--- src/rtl/pwm_pkg.sv ---
// Package: shared constants for the PWM timer channel.
// Holds the register selects, the bit layout of the control word and the
// divider-select decode. Assumes a divider of at most 16.
package pwm_pkg;
    localparam int          DIV_SEL_W   = 3;
    localparam int          MAX_DIV_LOG = 4;

    localparam logic [1:0]  ADDR_CTRL    = 2'd0;
    localparam logic [1:0]  ADDR_PERIOD  = 2'd1;
    localparam logic [1:0]  ADDR_COMPARE = 2'd2;
    localparam logic [1:0]  ADDR_FLAGS   = 2'd3;

    localparam int BIT_EN   = 0;
    localparam int BIT_AR   = 1;
    localparam int BIT_CTR  = 2;
    localparam int BIT_TOP  = 3;
    localparam int BIT_PIE  = 4;
    localparam int BIT_DIE  = 5;
    localparam int SEL_LSB  = 6;
    localparam int PRE_LSB  = SEL_LSB + DIV_SEL_W;
    localparam int FLAG_P   = 0;
    localparam int FLAG_D   = 1;

    typedef struct packed {
        logic                 en;
        logic                 auto_reload;
        logic                 center;
        logic                 top_src;
        logic                 pie;
        logic                 die;
        logic [DIV_SEL_W-1:0] div_sel;
    } ctrl_t;

    // Terminal value of the divider counter (divisor minus one) for a select code.
    function automatic logic [MAX_DIV_LOG-1:0] div_terminal(input logic [DIV_SEL_W-1:0] s);
        case (s)
            3'b000:  return 4'd1;
            3'b001:  return 4'd3;
            3'b010:  return 4'd7;
            3'b011:  return 4'd15;
            default: return 4'd0;
        endcase
    endfunction
endpackage

--- src/rtl/pwm_tick_gen.sv ---
// Module: pwm_tick_gen
// Builds the count tick from the clock. A prescaler divides by (prescale+1),
// then a power-of-two divider picked by div_sel divides further. Both counters
// are held at zero while run is low, so every start begins at a fresh phase.
// Assumes prescale and div_sel may change at any time; >= compares recover.
module pwm_tick_gen
    import pwm_pkg::*;
#(
    parameter int PRE_W = 8
) (
    input  logic                 clk,
    input  logic                 rst_n,
    input  logic                 run,
    input  logic [PRE_W-1:0]     prescale,
    input  logic [DIV_SEL_W-1:0] div_sel,
    output logic                 tick
);
    localparam int DCW = MAX_DIV_LOG;

    logic [PRE_W-1:0] pre_cnt;
    logic [DCW-1:0]   div_cnt;
    logic [DCW-1:0]   div_term;
    logic             pre_hit;
    logic             div_hit;

    // Terminal compares for both stages and the resulting tick.
    always_comb begin
        div_term = div_terminal(div_sel);
        pre_hit  = (pre_cnt >= prescale);
        div_hit  = (div_cnt >= div_term);
        tick     = run && pre_hit && div_hit;
    end

    // Advance the prescaler every clock and the divider on each prescaler wrap.
    always_ff @(posedge clk) begin
        if (!rst_n || !run) begin
            pre_cnt <= '0;
            div_cnt <= '0;
        end else if (pre_hit) begin
            pre_cnt <= '0;
            div_cnt <= div_hit ? '0 : div_cnt + 1'b1;
        end else begin
            pre_cnt <= pre_cnt + 1'b1;
        end
    end

    // with a nonzero prescale, two ticks never fall on adjacent cycles.
    p_tick_gap_r1: assert property (@(posedge clk) disable iff (!rst_n)
        (tick && prescale != '0) |=> (!tick || prescale == '0));
endmodule

--- src/rtl/pwm_core.sv ---
// Module: pwm_core
// The counter, the active (shadowed) period and compare, and the waveform.
// On a rising enable it loads the pending values. On each tick it steps in
// edge- or center-aligned fashion. At a cycle boundary it reloads the pending
// values, or halts in one-shot mode. It emits one-cycle period and duty event
// pulses. Assumes a tick pulse is at most one cycle long.
module pwm_core #(
    parameter int CNT_W = 16
) (
    input  logic             clk,
    input  logic             rst_n,
    input  logic             en,
    input  logic             tick,
    input  logic             auto_reload,
    input  logic             center,
    input  logic             top_src,
    input  logic [CNT_W-1:0] per_pend,
    input  logic [CNT_W-1:0] cmp_pend,
    output logic [CNT_W-1:0] count,
    output logic             pwm_out,
    output logic             period_evt,
    output logic             duty_evt
);
    localparam logic [CNT_W-1:0] CMAX  = '1;
    localparam logic [CNT_W-1:0] CZERO = '0;
    localparam logic [CNT_W-1:0] CONE  = CNT_W'(1);

    logic [CNT_W-1:0] act_per, act_cmp, cnt_n, per_load;
    logic             dir_up, dir_n, running, run_n, en_d;
    logic             start, step, boundary;

    // Next-state decode for one tick, covering both alignment modes.
    always_comb begin
        per_load   = (center && per_pend == CMAX) ? (CMAX - CONE) : per_pend;
        start      = en && !en_d;
        step       = tick && running && en && !start;
        cnt_n      = count;
        dir_n      = dir_up;
        run_n      = running && en;
        boundary   = 1'b0;
        period_evt = 1'b0;
        duty_evt   = 1'b0;
        if (step) begin
            if (!center) begin
                if (count == CZERO) begin
                    boundary   = 1'b1;
                    period_evt = 1'b1;
                end else begin
                    cnt_n    = count - CONE;
                    duty_evt = (cnt_n == act_cmp);
                end
            end else if (!dir_up) begin
                if (count == CZERO) begin
                    period_evt = !top_src || (act_per == CZERO);
                    if (act_per == CZERO) begin
                        boundary = 1'b1;
                    end else begin
                        dir_n = 1'b1;
                        cnt_n = CONE;
                    end
                end else begin
                    cnt_n    = count - CONE;
                    duty_evt = (cnt_n == act_cmp);
                end
            end else begin
                if (count >= act_per) begin
                    boundary   = 1'b1;
                    period_evt = top_src;
                end else begin
                    cnt_n = count + CONE;
                end
            end
            if (boundary) begin
                if (auto_reload) begin
                    cnt_n = per_load;
                    dir_n = 1'b0;
                end else begin
                    run_n = 1'b0;
                end
            end
        end
    end

    // Counter, direction, run state and shadow registers.
    always_ff @(posedge clk) begin
        if (!rst_n) begin
            count   <= '0;
            act_per <= '0;
            act_cmp <= '0;
            dir_up  <= 1'b0;
            running <= 1'b0;
            en_d    <= 1'b0;
        end else begin
            en_d <= en;
            if (start) begin
                count   <= per_load;
                act_per <= per_load;
                act_cmp <= cmp_pend;
                dir_up  <= 1'b0;
                running <= 1'b1;
            end else begin
                count   <= cnt_n;
                dir_up  <= dir_n;
                running <= run_n;
                if (boundary && auto_reload) begin
                    act_per <= per_load;
                    act_cmp <= cmp_pend;
                end
            end
        end
    end

    // Waveform: high at or below the compare value while enabled.
    always_comb pwm_out = en && (count <= act_cmp);

    // a disabled channel holds its count.
    p_hold_when_off_r11: assert property (@(posedge clk) disable iff (!rst_n)
        !en |=> $stable(count));
    // a running counter never exceeds its active period.
    p_within_period_r2: assert property (@(posedge clk) disable iff (!rst_n)
        running |-> (count <= act_per));
    // a center-aligned start never loads the all-ones period.
    p_no_ffff_center_r10: assert property (@(posedge clk) disable iff (!rst_n)
        (start && center) |=> (act_per != CMAX));
    // a duty event leaves the counter on the compare value.
    p_duty_lands_r8: assert property (@(posedge clk) disable iff (!rst_n)
        duty_evt |=> (count == act_cmp));
endmodule

--- src/rtl/pwm_timer_channel.sv ---
// Module: pwm_timer_channel (top)
// Register file for one PWM channel: control word, pending period and
// compare, and the write-1-to-clear event flags. It also wires up the tick
// generator and the counter core. Assumes one register write per cycle. A
// change of the auto-reload bit clears the pending period and compare.
module pwm_timer_channel
    import pwm_pkg::*;
#(
    parameter int CNT_W  = 16,
    parameter int PRE_W  = 8,
    parameter int DATA_W = (CNT_W > PRE_LSB + PRE_W) ? CNT_W : PRE_LSB + PRE_W
) (
    input  logic              clk,
    input  logic              rst_n,
    input  logic              wr_en,
    input  logic [1:0]        wr_addr,
    input  logic [DATA_W-1:0] wr_data,
    output logic [CNT_W-1:0]  count,
    output logic              pwm_out,
    output logic              period_flag,
    output logic              duty_flag,
    output logic              irq
);
    ctrl_t            ctrl;
    logic [PRE_W-1:0] prescale;
    logic [CNT_W-1:0] per_pend, cmp_pend;
    logic             wr_ctrl, wr_per, wr_cmp, wr_flags, mode_flip;
    logic             tick, period_evt, duty_evt;

    // Write decode and detection of a change in the auto-reload bit.
    always_comb begin
        wr_ctrl   = wr_en && (wr_addr == ADDR_CTRL);
        wr_per    = wr_en && (wr_addr == ADDR_PERIOD);
        wr_cmp    = wr_en && (wr_addr == ADDR_COMPARE);
        wr_flags  = wr_en && (wr_addr == ADDR_FLAGS);
        mode_flip = wr_ctrl && (wr_data[BIT_AR] != ctrl.auto_reload);
    end

    // Control word and prescale registers.
    always_ff @(posedge clk) begin
        if (!rst_n) begin
            ctrl     <= '0;
            prescale <= '0;
        end else if (wr_ctrl) begin
            ctrl.en          <= wr_data[BIT_EN];
            ctrl.auto_reload <= wr_data[BIT_AR];
            ctrl.center      <= wr_data[BIT_CTR];
            ctrl.top_src     <= wr_data[BIT_TOP];
            ctrl.pie         <= wr_data[BIT_PIE];
            ctrl.die         <= wr_data[BIT_DIE];
            ctrl.div_sel     <= wr_data[SEL_LSB +: DIV_SEL_W];
            prescale         <= wr_data[PRE_LSB +: PRE_W];
        end
    end

    // Pending period and compare, cleared on a mode change.
    always_ff @(posedge clk) begin
        if (!rst_n || mode_flip) begin
            per_pend <= '0;
            cmp_pend <= '0;
        end else begin
            if (wr_per) per_pend <= wr_data[CNT_W-1:0];
            if (wr_cmp) cmp_pend <= wr_data[CNT_W-1:0];
        end
    end

    // Event flags: a hardware set outranks a software clear in the same cycle.
    always_ff @(posedge clk) begin
        if (!rst_n) begin
            period_flag <= 1'b0;
            duty_flag   <= 1'b0;
        end else begin
            period_flag <= period_evt || (period_flag && !(wr_flags && wr_data[FLAG_P]));
            duty_flag   <= duty_evt   || (duty_flag   && !(wr_flags && wr_data[FLAG_D]));
        end
    end

    // Interrupt request from enabled flags.
    always_comb irq = (period_flag && ctrl.pie) || (duty_flag && ctrl.die);

    pwm_tick_gen #(.PRE_W(PRE_W)) u_tick (
        .clk      (clk),
        .rst_n    (rst_n),
        .run      (ctrl.en),
        .prescale (prescale),
        .div_sel  (ctrl.div_sel),
        .tick     (tick)
    );

    pwm_core #(.CNT_W(CNT_W)) u_core (
        .clk         (clk),
        .rst_n       (rst_n),
        .en          (ctrl.en),
        .tick        (tick),
        .auto_reload (ctrl.auto_reload),
        .center      (ctrl.center),
        .top_src     (ctrl.top_src),
        .per_pend    (per_pend),
        .cmp_pend    (cmp_pend),
        .count       (count),
        .pwm_out     (pwm_out),
        .period_evt  (period_evt),
        .duty_evt    (duty_evt)
    );

    // a change of the auto-reload bit empties both pending registers.
    p_mode_clear_r5: assert property (@(posedge clk) disable iff (!rst_n)
        mode_flip |=> (per_pend == '0 && cmp_pend == '0));
    // a period event always leaves the flag set.
    p_set_wins_r9: assert property (@(posedge clk) disable iff (!rst_n)
        period_evt |=> period_flag);
    // without a clear write, a set flag stays set.
    p_flag_hold_r9: assert property (@(posedge clk) disable iff (!rst_n)
        (period_flag && !(wr_flags && wr_data[FLAG_P])) |=> period_flag);
endmodule

--- config.mk ---
export PLATFORM = sky130hd
export DESIGN_NAME = pwm_timer_channel
export DESIGN_NICKNAME = d
export VERILOG_FILES = /design/src/rtl/pwm_pkg.sv /design/src/rtl/pwm_tick_gen.sv /design/src/rtl/pwm_core.sv /design/src/rtl/pwm_timer_channel.sv
export SDC_FILE = /design/constraint.sdc
export NUM_CORES = 1
export LEC_CHECK = 0
export BUFFER_PORTS_ARGS = -buffer_cell sky130_fd_sc_hd__buf_2
export CORE_MARGIN = 4
export CORE_UTILIZATION = 60
export DETAILED_ROUTE_END_ITERATION = 8
export PLACE_DENSITY_LB_ADDON = 0.2
export SLEW_MARGIN = 25
export SYNTH_ARGS = -nofsm -noshare
export SYNTH_HDL_FRONTEND = slang
export SYNTH_SLANG_ARGS = --single-unit
export TNS_END_PERCENT = 50
--- constraint.sdc ---
create_clock -name clk -period 5.8 [get_ports clk]
set_clock_uncertainty 0.15 [all_clocks]
set_input_delay 0.58 -clock clk [delete_from_list [all_inputs] [get_ports clk]]
set_output_delay 0.58 -clock clk [all_outputs]
set_load 0.005 [all_outputs]
==> flow_summary.yaml, run 1 <==
outcome:
  status: "completed"
min_path:
  hold_end: "prescale[7]"
  hold_path_startpoint: "wr_data[16]"
  hold_path_class: "in -> reg"
  whs_path_depth: 3
timing:
  finalMaxSlewViolations: 0
  finalCritPeriodShare_pct: 72.9
  holdWs_ns: 0.132
  slew_headroom_pct: 28.0
  final.setup.worst_slack_ns: 1.57
  setup_viol: 0
  finalCriticalPeriod_ns: 4.23
  hold_violations: 0
  max_slew.worst_pin.slew_ns: 1.08
  max_freq_mhz: 237
  grt_setup_unrepaired: "no"
  setup_total_negative_slack_ns: 0
route:
  routed_wl_microns: 20800
  wl_per_cell_microns: 19.8
  post-route-drc-count: 0
  vias_per_cell: 6.43
  drt_pass1_iterations: 8
  ant_nets: 0
  drt_iter0_drc: 671
  dr_total_vias: 6763
yosys:
  synth_seq_cells: 114
  ys_types: 59
  synth_area_per_cell_sq_um: 7.55
  ys_async_sr_fraction_pct: 0
  syn_area_sq_mm: 0.00672
  syn_inst: 891
  synth_ff_type: "dfxtp_1"
  synth_top_area_cell: "dfxtp_1"
  seq_area_frac_synth_pct: 33.9
  yosysTopAreaCellShare_pct: 33.9
  ys_top_cells_by_area: "dfxtp_1 34%, nand2_1 10%, ha_1 9.1%"
  syn_nets: 962
  synth_edf_count: 0
  synth.yosys.warnings: 0
clock_tree:
  cts_buffer_depth: 2
  clk_latency_ns: 0.53
  cts_resized: 0
  cts_tree: "done"
  clk_pin_slew_ns: 0.06
  clkSinkCount: 114
  htree_levels: 4
  cts_hold_buf: 0
  root_buffer: "clkbuf_8"
  numCtsBuffers: 17
  cts_setup_buffers: 0
layout:
  post-route-util_pct: 68.4
  layout.cells.non_filler: 1051
  nets: 970
  antenna_cells: 0
  syn_to_final_growth_pct: 10.9
  layout-drive-gt1-share_pct: 9.55
  fin_area_sq_mm: 0.00745
floorplanning:
  ios: 42
  die_y_microns: 114
  dieArea_sq_mm: 0.0130
  start_util_pct: 61.7
  coreArea_sq_mm: 0.0109
  die_w_microns: 114
  num_rows: 38
worst_setup_path:
  timing_worst_setup_path_type: "reg -> reg"
  cp.arrival_ns: 4.51
  crit_required_ns: 6.09
  rr_worst_depth: 10
  end_kind: "register"
  crit_slowest_cell: "dfxtp_1"
  path_buf_inv: 1
  critPathMaxStageDelay_ns: 0.73
  r2r_start: "u_core.count[2]"
  path_cells: "ha_1 > nand2_1 > o21ai_0 > a41oi_1 > o31ai_1 > o21ai_2 > o21ai_4 > buf_4 > nand4_1 > o311ai_1"
  crit_family: "compound AO/OA/AOI/OAI gates"
  worstPathMaxFanout: 37
  start_kind: "register"
  r2r_end: "u_core.count[0]"
  r2r_slack_ns: 1.57
power_and_ir_drop:
  ir_drop_v: 0.000229
  p_per_area_mw_per_mm2: 262
  p_total_mw: 1.95
  p_leak_nw: 2.84
placed_design:
  dpl.cell_count: 1020
  port_buffers: 41
  post-place-ws_ns: 1.68
  place_area_sq_mm: 0.00689
  hpwl_microns: 15000
  gp_congestion: 0.927
job:
  cap_viol_max_count: 0
global_routing:
  grt_pass1_wl_microns: 33500
  gr-total-overflow: 0
  grt.total_usage_pct: 32.9
  grt_antenna_before_repair: 0
  grt_max_degree: 56
  first_global_vias: 6461
==> cells by family after synthesis <==
kind of cell             share of synthesized area, %
AO/OA/AOI/OAI                                    22.2
buffers and inverters                            6.35
multiplexers                                    0.149
AND/OR/NAND/NOR                                  24.3
XOR/XNOR                                         3.91
adder cells (fa/ha/maj)                          9.12
flip-flops                                       33.9
==> worst min-delay path: stages <==
cell	delay, ns
buf_2	0.09
nand2_1	0.04
a21oi_1	0.05
==> placed cells by master (no fill, tap or decap), types with 7 or more instances in the layout <==
cell / netlist / routed
nand2_1: 183 / 183
dfxtp_1: 114 / 114
a21oi_1: 77 / 77
nand3_1: 50 / 50
ha_1: 49 / 49
nor2_1: 47 / 47
inv_1: 46 / 46
o21ai_0: 43 / 43
buf_2: 8 / 41
o31ai_1: 36 / 36
xnor2_1: 17 / 17
nand4_1: 16 / 16
nor3_1: 16 / 16
clkbuf_16: 0 / 16
xor2_1: 13 / 13
a211oi_1: 10 / 10
nor4_1: 9 / 9
and3_1: 9 / 9
o221ai_1: 8 / 8
o21a_1: 7 / 7
o211ai_1: 7 / 7
==> worst max-delay path by stage <==
stage          slack (ns)       startpoint  cells past startpoint            endpoint
6_report             1.57  u_core.count[2]                     10     u_core.count[0]
5_1_grt              1.24  u_core.count[2]                     10     u_core.count[0]
4_1_cts              1.67  u_core.count[2]                     10     u_core.count[0]
3_5_place_dp         1.68  u_core.count[2]                     10     u_core.count[0]
3_3_place_gp         1.78  u_core.count[2]                     10  u_core.act_cmp[14]
2_1_floorplan        3.13  u_core.count[2]                     10    u_core.count[14]
==> Yosys cell counts (3+ instances only) <==
cell type	n
nand2_1	183
dfxtp_1	114
a21oi_1	77
nand3_1	50
ha_1	49
nor2_1	47
inv_1	46
clkbuf_1	43
o21ai_0	43
o31ai_1	36
xnor2_1	17
nand4_1	16
nor3_1	16
xor2_1	13
a211oi_1	10
and3_1	9
nor4_1	9
buf_2	8
o221ai_1	8
o211ai_1	7
o21a_1	7
nand2b_1	5
o22ai_1	5
a211o_1	4
a22oi_1	4
a31oi_1	4
nor3b_1	4
o32ai_1	4
a2111oi_0	3
a21o_1	3
a22o_1	3
a41oi_1	3
buf_6	3
nand3b_1	3
nor2b_1	3
or4_1	3
==> flip-flops by register name, summed over array words and instances, names as in the netlist <==
name and flops:
duty_flag 1, cmp_pend 16, u_core.en_d 1, ctrl 9
u_core.count 16, u_tick.div_cnt 4, prescale 8, u_core.running 1
per_pend 16, u_core.dir_up 1, period_flag 1, u_core.act_per 16
u_core.act_cmp 16, u_tick.pre_cnt 8
==> power breakdown <==
| group | switching, mW | total, mW | internal (mW) |
|---|---|---|---|
| logic | 0.102 | 0.150 | 0.0475 |
| registers | 0.0175 | 0.814 | 0.797 |
| clock network | 0.364 | 0.990 | 0.625 |
| total | 0.484 | 1.95 | 1.47 |
==> per-layer routing <==
metal  global-route usage (%)  vias up  part of all wire (%)
met5                        0        -                     0
met2                     52.5      321                    46
met1                     42.3     3184                    42
met3                     6.53       75                   7.6
met4                     16.8        0                   4.8
li1                         -     3183                     -
==> final cells by class <==
cell class                 count  area, sq um
fill                         907         3440
sequential                   114         2280
tap                          140          175
inverter                      47          176
clock buffer                  20          445
multi-input combinational    674         4030
clock inverter                11          113
timing repair buffer          45          235
Note: power is estimated with default switching activity, not from simulation.
==> inputs of run 2 (changes only) <==
--- a/config.mk
+++ b/config.mk
@@ -5,6 +5,7 @@
 export SDC_FILE = /design/constraint.sdc
 export NUM_CORES = 1
 export LEC_CHECK = 0
+export ABC_AREA = 1
 export BUFFER_PORTS_ARGS = -buffer_cell sky130_fd_sc_hd__buf_2
 export CORE_MARGIN = 4
 export CORE_UTILIZATION = 60
==> constraint.sdc (replaced) <==
create_clock -name clk -period 4.1 [get_ports clk]
set_clock_uncertainty 0.15 [all_clocks]
set_input_delay 0.41 -clock clk [delete_from_list [all_inputs] [get_ports clk]]
set_output_delay 0.41 -clock clk [all_outputs]
set_load 0.005 [all_outputs]
==> run 2 against run 1 <==
- count of clock-buffer cells in the layout increased by 3
- sequential power grew 44%
- core utilization about the same
- power is 65% higher
- worst hold slack got worse by 0.0054 ns
- sequential share of layout area down 1.6 points
- flip-flop and latch count unchanged
- register-to-register slack got worse by 0.57 ns
- die area up 4.6%
- final area is 5.4% higher
- via count grew 4.9%
- setup slack got worse by 0.57 ns
- critical path type unchanged
==> flow_summary.yaml, run 2 <==
clock_tree:
  htree_levels: 4
  cts_buffer_depth: 2
  clk_latency_ns: 0.41
  root_buffer: "clkbuf_16"
  cts_setup_buffers: 0
  clkSinkCount: 114
  cts_resized: 0
  cts_hold_buf: 0
  clk_pin_slew_ns: 0.06
  numCtsBuffers: 17
  cts_tree: "done"
yosys:
  synth_top_family_by_area: "simple AND/OR/NAND/NOR gates"
  synth.most_common_cell: "nand2_1"
  synth.yosys.warnings: 0
  synth_edf_count: 0
  ys_top_cells_by_area: "dfxtp_1 32%, nand2_1 11%, ha_1 8.7%"
  yosys-top-cells-count: "216 x nand2_1, 125 x inv_1, 118 x a21oi_1"
  synth_top_area_cell: "dfxtp_1"
  ys_types: 42
  syn_inst: 1032
  syn_area_sq_mm: 0.00705
  synth_compound_area_share_pct: 17.0
  syn_nets: 1103
  synthXorXnorAreaFrac_pct: 3.23
  ys_async_sr_fraction_pct: 0
  synth_ff_type: "dfxtp_1"
  yosysTopAreaCellShare_pct: 32.4
  yosys.area_share.simple_pct: 28.1
  synth_seq_cells: 114
  seq_area_frac_synth_pct: 32.4
  synth_mux_area_share_pct: 0
  synth_adder_area_share_pct: 8.69
  synth_area_per_cell_sq_um: 6.83
route:
  ant_nets: 0
  drt_pass1_iterations: 7
  drt_iter0_drc: 833
  routed_wl_microns: 21200
  wl_per_cell_microns: 17.6
  vias_per_cell: 5.88
  post-route-drc-count: 0
  dr_total_vias: 7095
min_path:
  whs_path_depth: 3
  hold_path_startpoint: "wr_data[16]"
  hold_end: "prescale[7]"
  hold_path_class: "in -> reg"
power_and_ir_drop:
  p_leak_nw: 3.37
  p_per_area_mw_per_mm2: 410
  ir_drop_v: 0.000327
placed_design:
  hpwl_microns: 15700
  port_buffers: 41
  gp_congestion: 1.01
timing:
  max_freq_mhz: 323
  setup_total_negative_slack_ns: 0
  grt_setup_unrepaired: "no"
  max_slew.worst_pin.slew_ns: 0.821
  finalMaxSlewViolations: 0
  setup_viol: 0
  finalCriticalPeriod_ns: 3.10
  slew_headroom_pct: 45.1
  hold_violations: 0
  finalCritPeriodShare_pct: 75.6
floorplanning:
  start_util_pct: 61.5
  die_w_microns: 116
  die_y_microns: 116
  coreArea_sq_mm: 0.0115
  dieArea_sq_mm: 0.0136
  ios: 42
  num_rows: 39
worst_setup_path:
  r2r_start: "u_core.count[6]"
  timing_worst_setup_path_type: "reg -> reg"
  rr_worst_depth: 17
  crit_required_ns: 4.29
  end_kind: "register"
  cp.arrival_ns: 3.29
  r2r_end: "u_core.act_cmp[2]"
  worstPathMaxFanout: 47
  start_kind: "register"
  r2r_slack_ns: 1.0
global_routing:
  first_global_vias: 6408
  gr-total-overflow: 0
  grt_antenna_before_repair: 0
  grt_pass1_wl_microns: 33700
  grt_max_degree: 48
  grt.total_usage_pct: 32.0
layout:
  syn_to_final_growth_pct: 11.3
  post-route-util_pct: 68.5
  layout_commonest_cell: "nand2_1"
  nets: 1122
  layout-drive-gt1-share_pct: 9.49
  antenna_cells: 0
  final_cell_mix: "216 x nand2_1, 125 x inv_1, 118 x a21oi_1"
  fillers: 1004
outcome:
  status: "completed"
job:
  cap_viol_max_count: 0
## run 2: changes by cell type after synthesis, moves of 13 or more
cell / delta
a21oi_1: +41
clkbuf_1: -13
inv_1: +79
nand2_1: +33
nand3_1: +13
nand4_1: +37
nor2_1: +23
o21ai_0: +26
o31ai_1: -36
xnor2_1: -15
## run 2: layout make-up
type / count / area (sq um) / area share [%]
clock inverters: 9 / 128 / 1.63
repair buffers: 49 / 265 / 3.38
inverters: 129 / 485 / 6.18
clock buffers: 23 / 488 / 6.21
multi-input cells: 740 / 4030 / 51.3
flip-flops and latches: 114 / 2280 / 29.1
well taps: 143 / 179 / 2.28
## run 2: layer usage
layer / track usage [%] / part of all wire, %
met1: 45.9 / 45
met2: 47.9 / 43
met3: 6.89 / 9.7
met4: 10.8 / 2.7
met5: 0 / 0
## run 2: metrics by stage
step	instance area, sq um	hold WS [ns]	total power, mW	setup WS, ns	std cells
finish	7850	0.126	3.22	1.00	1207
floorplan	7050	0.280	1.53	1.82	1032
detailed placement	7240	0.305	1.68	1.09	1175
global placement	7240	0.300	1.67	1.16	1175
CTS	7850	0.122	3.20	1.01	1207
global route	7850	0.174	3.32	0.673	1207
## run 2: power by group
group	switching [mW]	internal, mW	leakage (nW)
Clock	0.527	1.02	0.307
Combinational	0.349	0.157	2.14
Sequential	0.0311	1.14	0.923
Total	0.907	2.31	3.37
## run 2: critical path, stage by stage (launching register included)
cell     delay (ns)
dfxtp_1        0.66
ha_1           0.33
nand2_1        0.06
inv_1          0.04
nand2_1        0.07
nand2_1        0.05
nor2_1         0.09
nand2_1        0.08
nand2_1        0.08
nand3_1        0.07
nand2_1        0.08
nand2_2        0.07
nand3_4        0.19
nand2_4        0.11
nand2_2        0.18
buf_4          0.42
o21ai_0        0.15
a21oi_1        0.15
## run 2: cell families after synthesis
kind of cell	Yosys count
flip-flops	114
buffers and inverters	178
AO/OA/AOI/OAI	225
AND/OR/NAND/NOR	440
adder cells (fa/ha/maj)	49
XOR/XNOR	26
## run 2: worst max path at each step
stage / from / endpoint / cells past startpoint
after floorplan: u_core.count[0] / u_core.act_cmp[8] / 17
after global routing: u_core.count[6] / u_core.act_cmp[5] / 17
after CTS: u_core.count[2] / pwm_out / 9
final: u_core.count[6] / u_core.act_cmp[2] / 17
after detailed placement: u_core.count[6] / u_core.act_cmp[2] / 17
after global placement: u_core.count[6] / u_core.act_per[13] / 17
==> inputs of run 3 (changes only) <==
==> constraint.sdc (replaced) <==
create_clock -name clk -period 3.2 [get_ports clk]
set_clock_uncertainty 0.15 [all_clocks]
set_input_delay 0.32 -clock clk [delete_from_list [all_inputs] [get_ports clk]]
set_output_delay 0.32 -clock clk [all_outputs]
set_load 0.005 [all_outputs]
==> run 3 against run 2 <==
- final cell count up 1.5%
- global-route usage grew 0.69 points
- clock power is 23% higher
- combinational power is 29% higher
- die area is the same
- final area up 1.5%
- core utilization rose by 1.0 points
- critical path type is now reg -> out
- register-to-register slack got worse by 0.61 ns
- largest cell class unchanged
- routed wire length rose by 0.55%
==> flow_summary.yaml, run 3 (synthesis results as in run 2) <==
job:
  cap_viol_max_count: 0
route:
  post-route-drc-count: 0
  wl_per_cell_microns: 17.4
  drt_pass1_iterations: 5
  ant_nets: 0
  routed_wl_microns: 21300
  vias_per_cell: 5.88
  drt_iter0_drc: 710
  dr_total_vias: 7203
outcome:
  status: "completed"
power_and_ir_drop:
  p_total_mw: 4.04
  internal-power_mw: 2.90
  sw_frac_of_total_pct: 28.3
  p_per_area_mw_per_mm2: 507
  p_leak_nw: 3.45
  p_sw_mw: 1.14
  pwr-share-clk_pct: 47.0
  p_seq_share_pct: 36.8
  ir_drop_v: 0.000518
  p_comb_share_pct: 16.2
placed_design:
  dpl.cell_count: 1193
  place_area_sq_mm: 0.00738
  post-place-ws_ns: 0.424
  gp_congestion: 1.03
  hpwl_microns: 15700
  port_buffers: 41
timing:
  setup_total_negative_slack_ns: 0
  final.setup.worst_slack_ns: 0.261
  grt_setup_unrepaired: "no"
  max_freq_mhz: 340
  max_slew.worst_pin.slew_ns: 0.809
  finalMaxSlewViolations: 0
  setup_viol: 0
  finalCritPeriodShare_pct: 91.8
  finalCriticalPeriod_ns: 2.94
  slew_headroom_pct: 46.0
  hold_violations: 0
  holdWs_ns: 0.0288
layout:
  fillers: 1022
  final_cell_mix: "216 x nand2_1, 125 x inv_1, 118 x a21oi_1"
  fin_area_sq_mm: 0.00797
  layout.cells.non_filler: 1225
  antenna_cells: 0
  post-route-util_pct: 69.5
  layout-drive-gt1-share_pct: 10.9
  layout_commonest_cell: "nand2_1"
  nets: 1140
  syn_to_final_growth_pct: 13.0
worst_setup_path:
  path_buf_inv: 2
  path_cells: "buf_4 > ha_1 > a21oi_1 > nor2_1 > a211oi_1 > o221ai_1 > nand2_1 > o2111ai_1 > a21boi_0 > buf_2"
  timing_worst_setup_path_type: "reg -> out"
  worstPathMaxFanout: 8
  crit_family: "compound AO/OA/AOI/OAI gates"
  cp.arrival_ns: 2.47
  crit_slowest_cell: "dfxtp_1"
  end_kind: "output port"
  start_kind: "register"
  crit_required_ns: 2.73
  critPathMaxStageDelay_ns: 0.32
global_routing:
  grt_antenna_before_repair: 0
  grt_max_degree: 45
  gr-total-overflow: 0
  grt.total_usage_pct: 32.7
  grt_pass1_wl_microns: 34200
  first_global_vias: 6588
clock_tree:
  cts_resized: 0
  cts_hold_buf: 0
  clkSinkCount: 114
  clk_pin_slew_ns: 0.05
  root_buffer: "clkbuf_16"
  cts_buffer_depth: 2
  cts_tree: "done"
  numCtsBuffers: 17
  htree_levels: 4
  clk_latency_ns: 0.43
  cts_setup_buffers: 0
floorplanning:
  die_w_microns: 116
  die_y_microns: 116
  coreArea_sq_mm: 0.0115
  ios: 42
  dieArea_sq_mm: 0.0136
  num_rows: 39
  start_util_pct: 61.5
min_path:
  hold_path_class: "in -> reg"
## run 3: cell types whose count changed in the layout (fill, tap and decap cells not counted), sizes merged
cell / delta
buf: +18
clkbuf: -2
clkinvlp: +1
clkinv: +1
## run 3: layout make-up
cell class                 count  area [sq um]  area share (%)
tap                          143           179            2.24
multi-input combinational    740          4030            50.5
clock inverter                11           136            1.71
timing repair buffer          67           413            5.18
sequential                   114          2280            28.6
clock buffer                  21           450            5.65
inverter                     129           485            6.09
## run 3: power groups by stage
stage | Combinational, mW | Sequential [mW] | Clock [mW]
floorplan | 0.458 | 1.51 | 0
global placement | 0.630 | 1.51 | 0
detailed placement | 0.635 | 1.52 | 0
global route | 0.726 | 1.49 | 1.97
finish | 0.655 | 1.49 | 1.90
CTS | 0.642 | 1.49 | 1.91
## run 3: worst paths after layout
kind | depth (start not counted) | slack (ns) | start | to
setup / recovery | 10 | 0.26 | u_core.count[1] | pwm_out
hold / removal | 3 | 0.03 | wr_data[16] | prescale[7]
setup reg to reg | 15 | 0.39 | u_core.count[1] | u_core.act_cmp[1]
hold reg to reg | 2 | 0.31 | cmp_pend[3] | cmp_pend[3]
## run 3: layer usage
| layer | vias to the layer above | global-route usage [%] | part of all wire (%) |
|---|---|---|---|
| met5 | - | 0 | 0 |
| met4 | 0 | 14.5 | 3.4 |
| met3 | 60 | 8.24 | 11 |
| met2 | 386 | 47.7 | 43 |
| met1 | 3220 | 45.7 | 43 |
| li1 | 3537 | - | - |
## run 3: worst register-to-register path, delay by kind of cell (launching register included)
| kind | cells | cell delay, ns |
|---|---|---|
| AO/OA/AOI/OAI | 3 | 0.42 |
| flip-flops | 1 | 0.32 |
| AND/OR/NAND/NOR | 7 | 1.05 |
| adder cells (fa/ha/maj) | 1 | 0.18 |
| buffers and inverters | 4 | 0.56 |
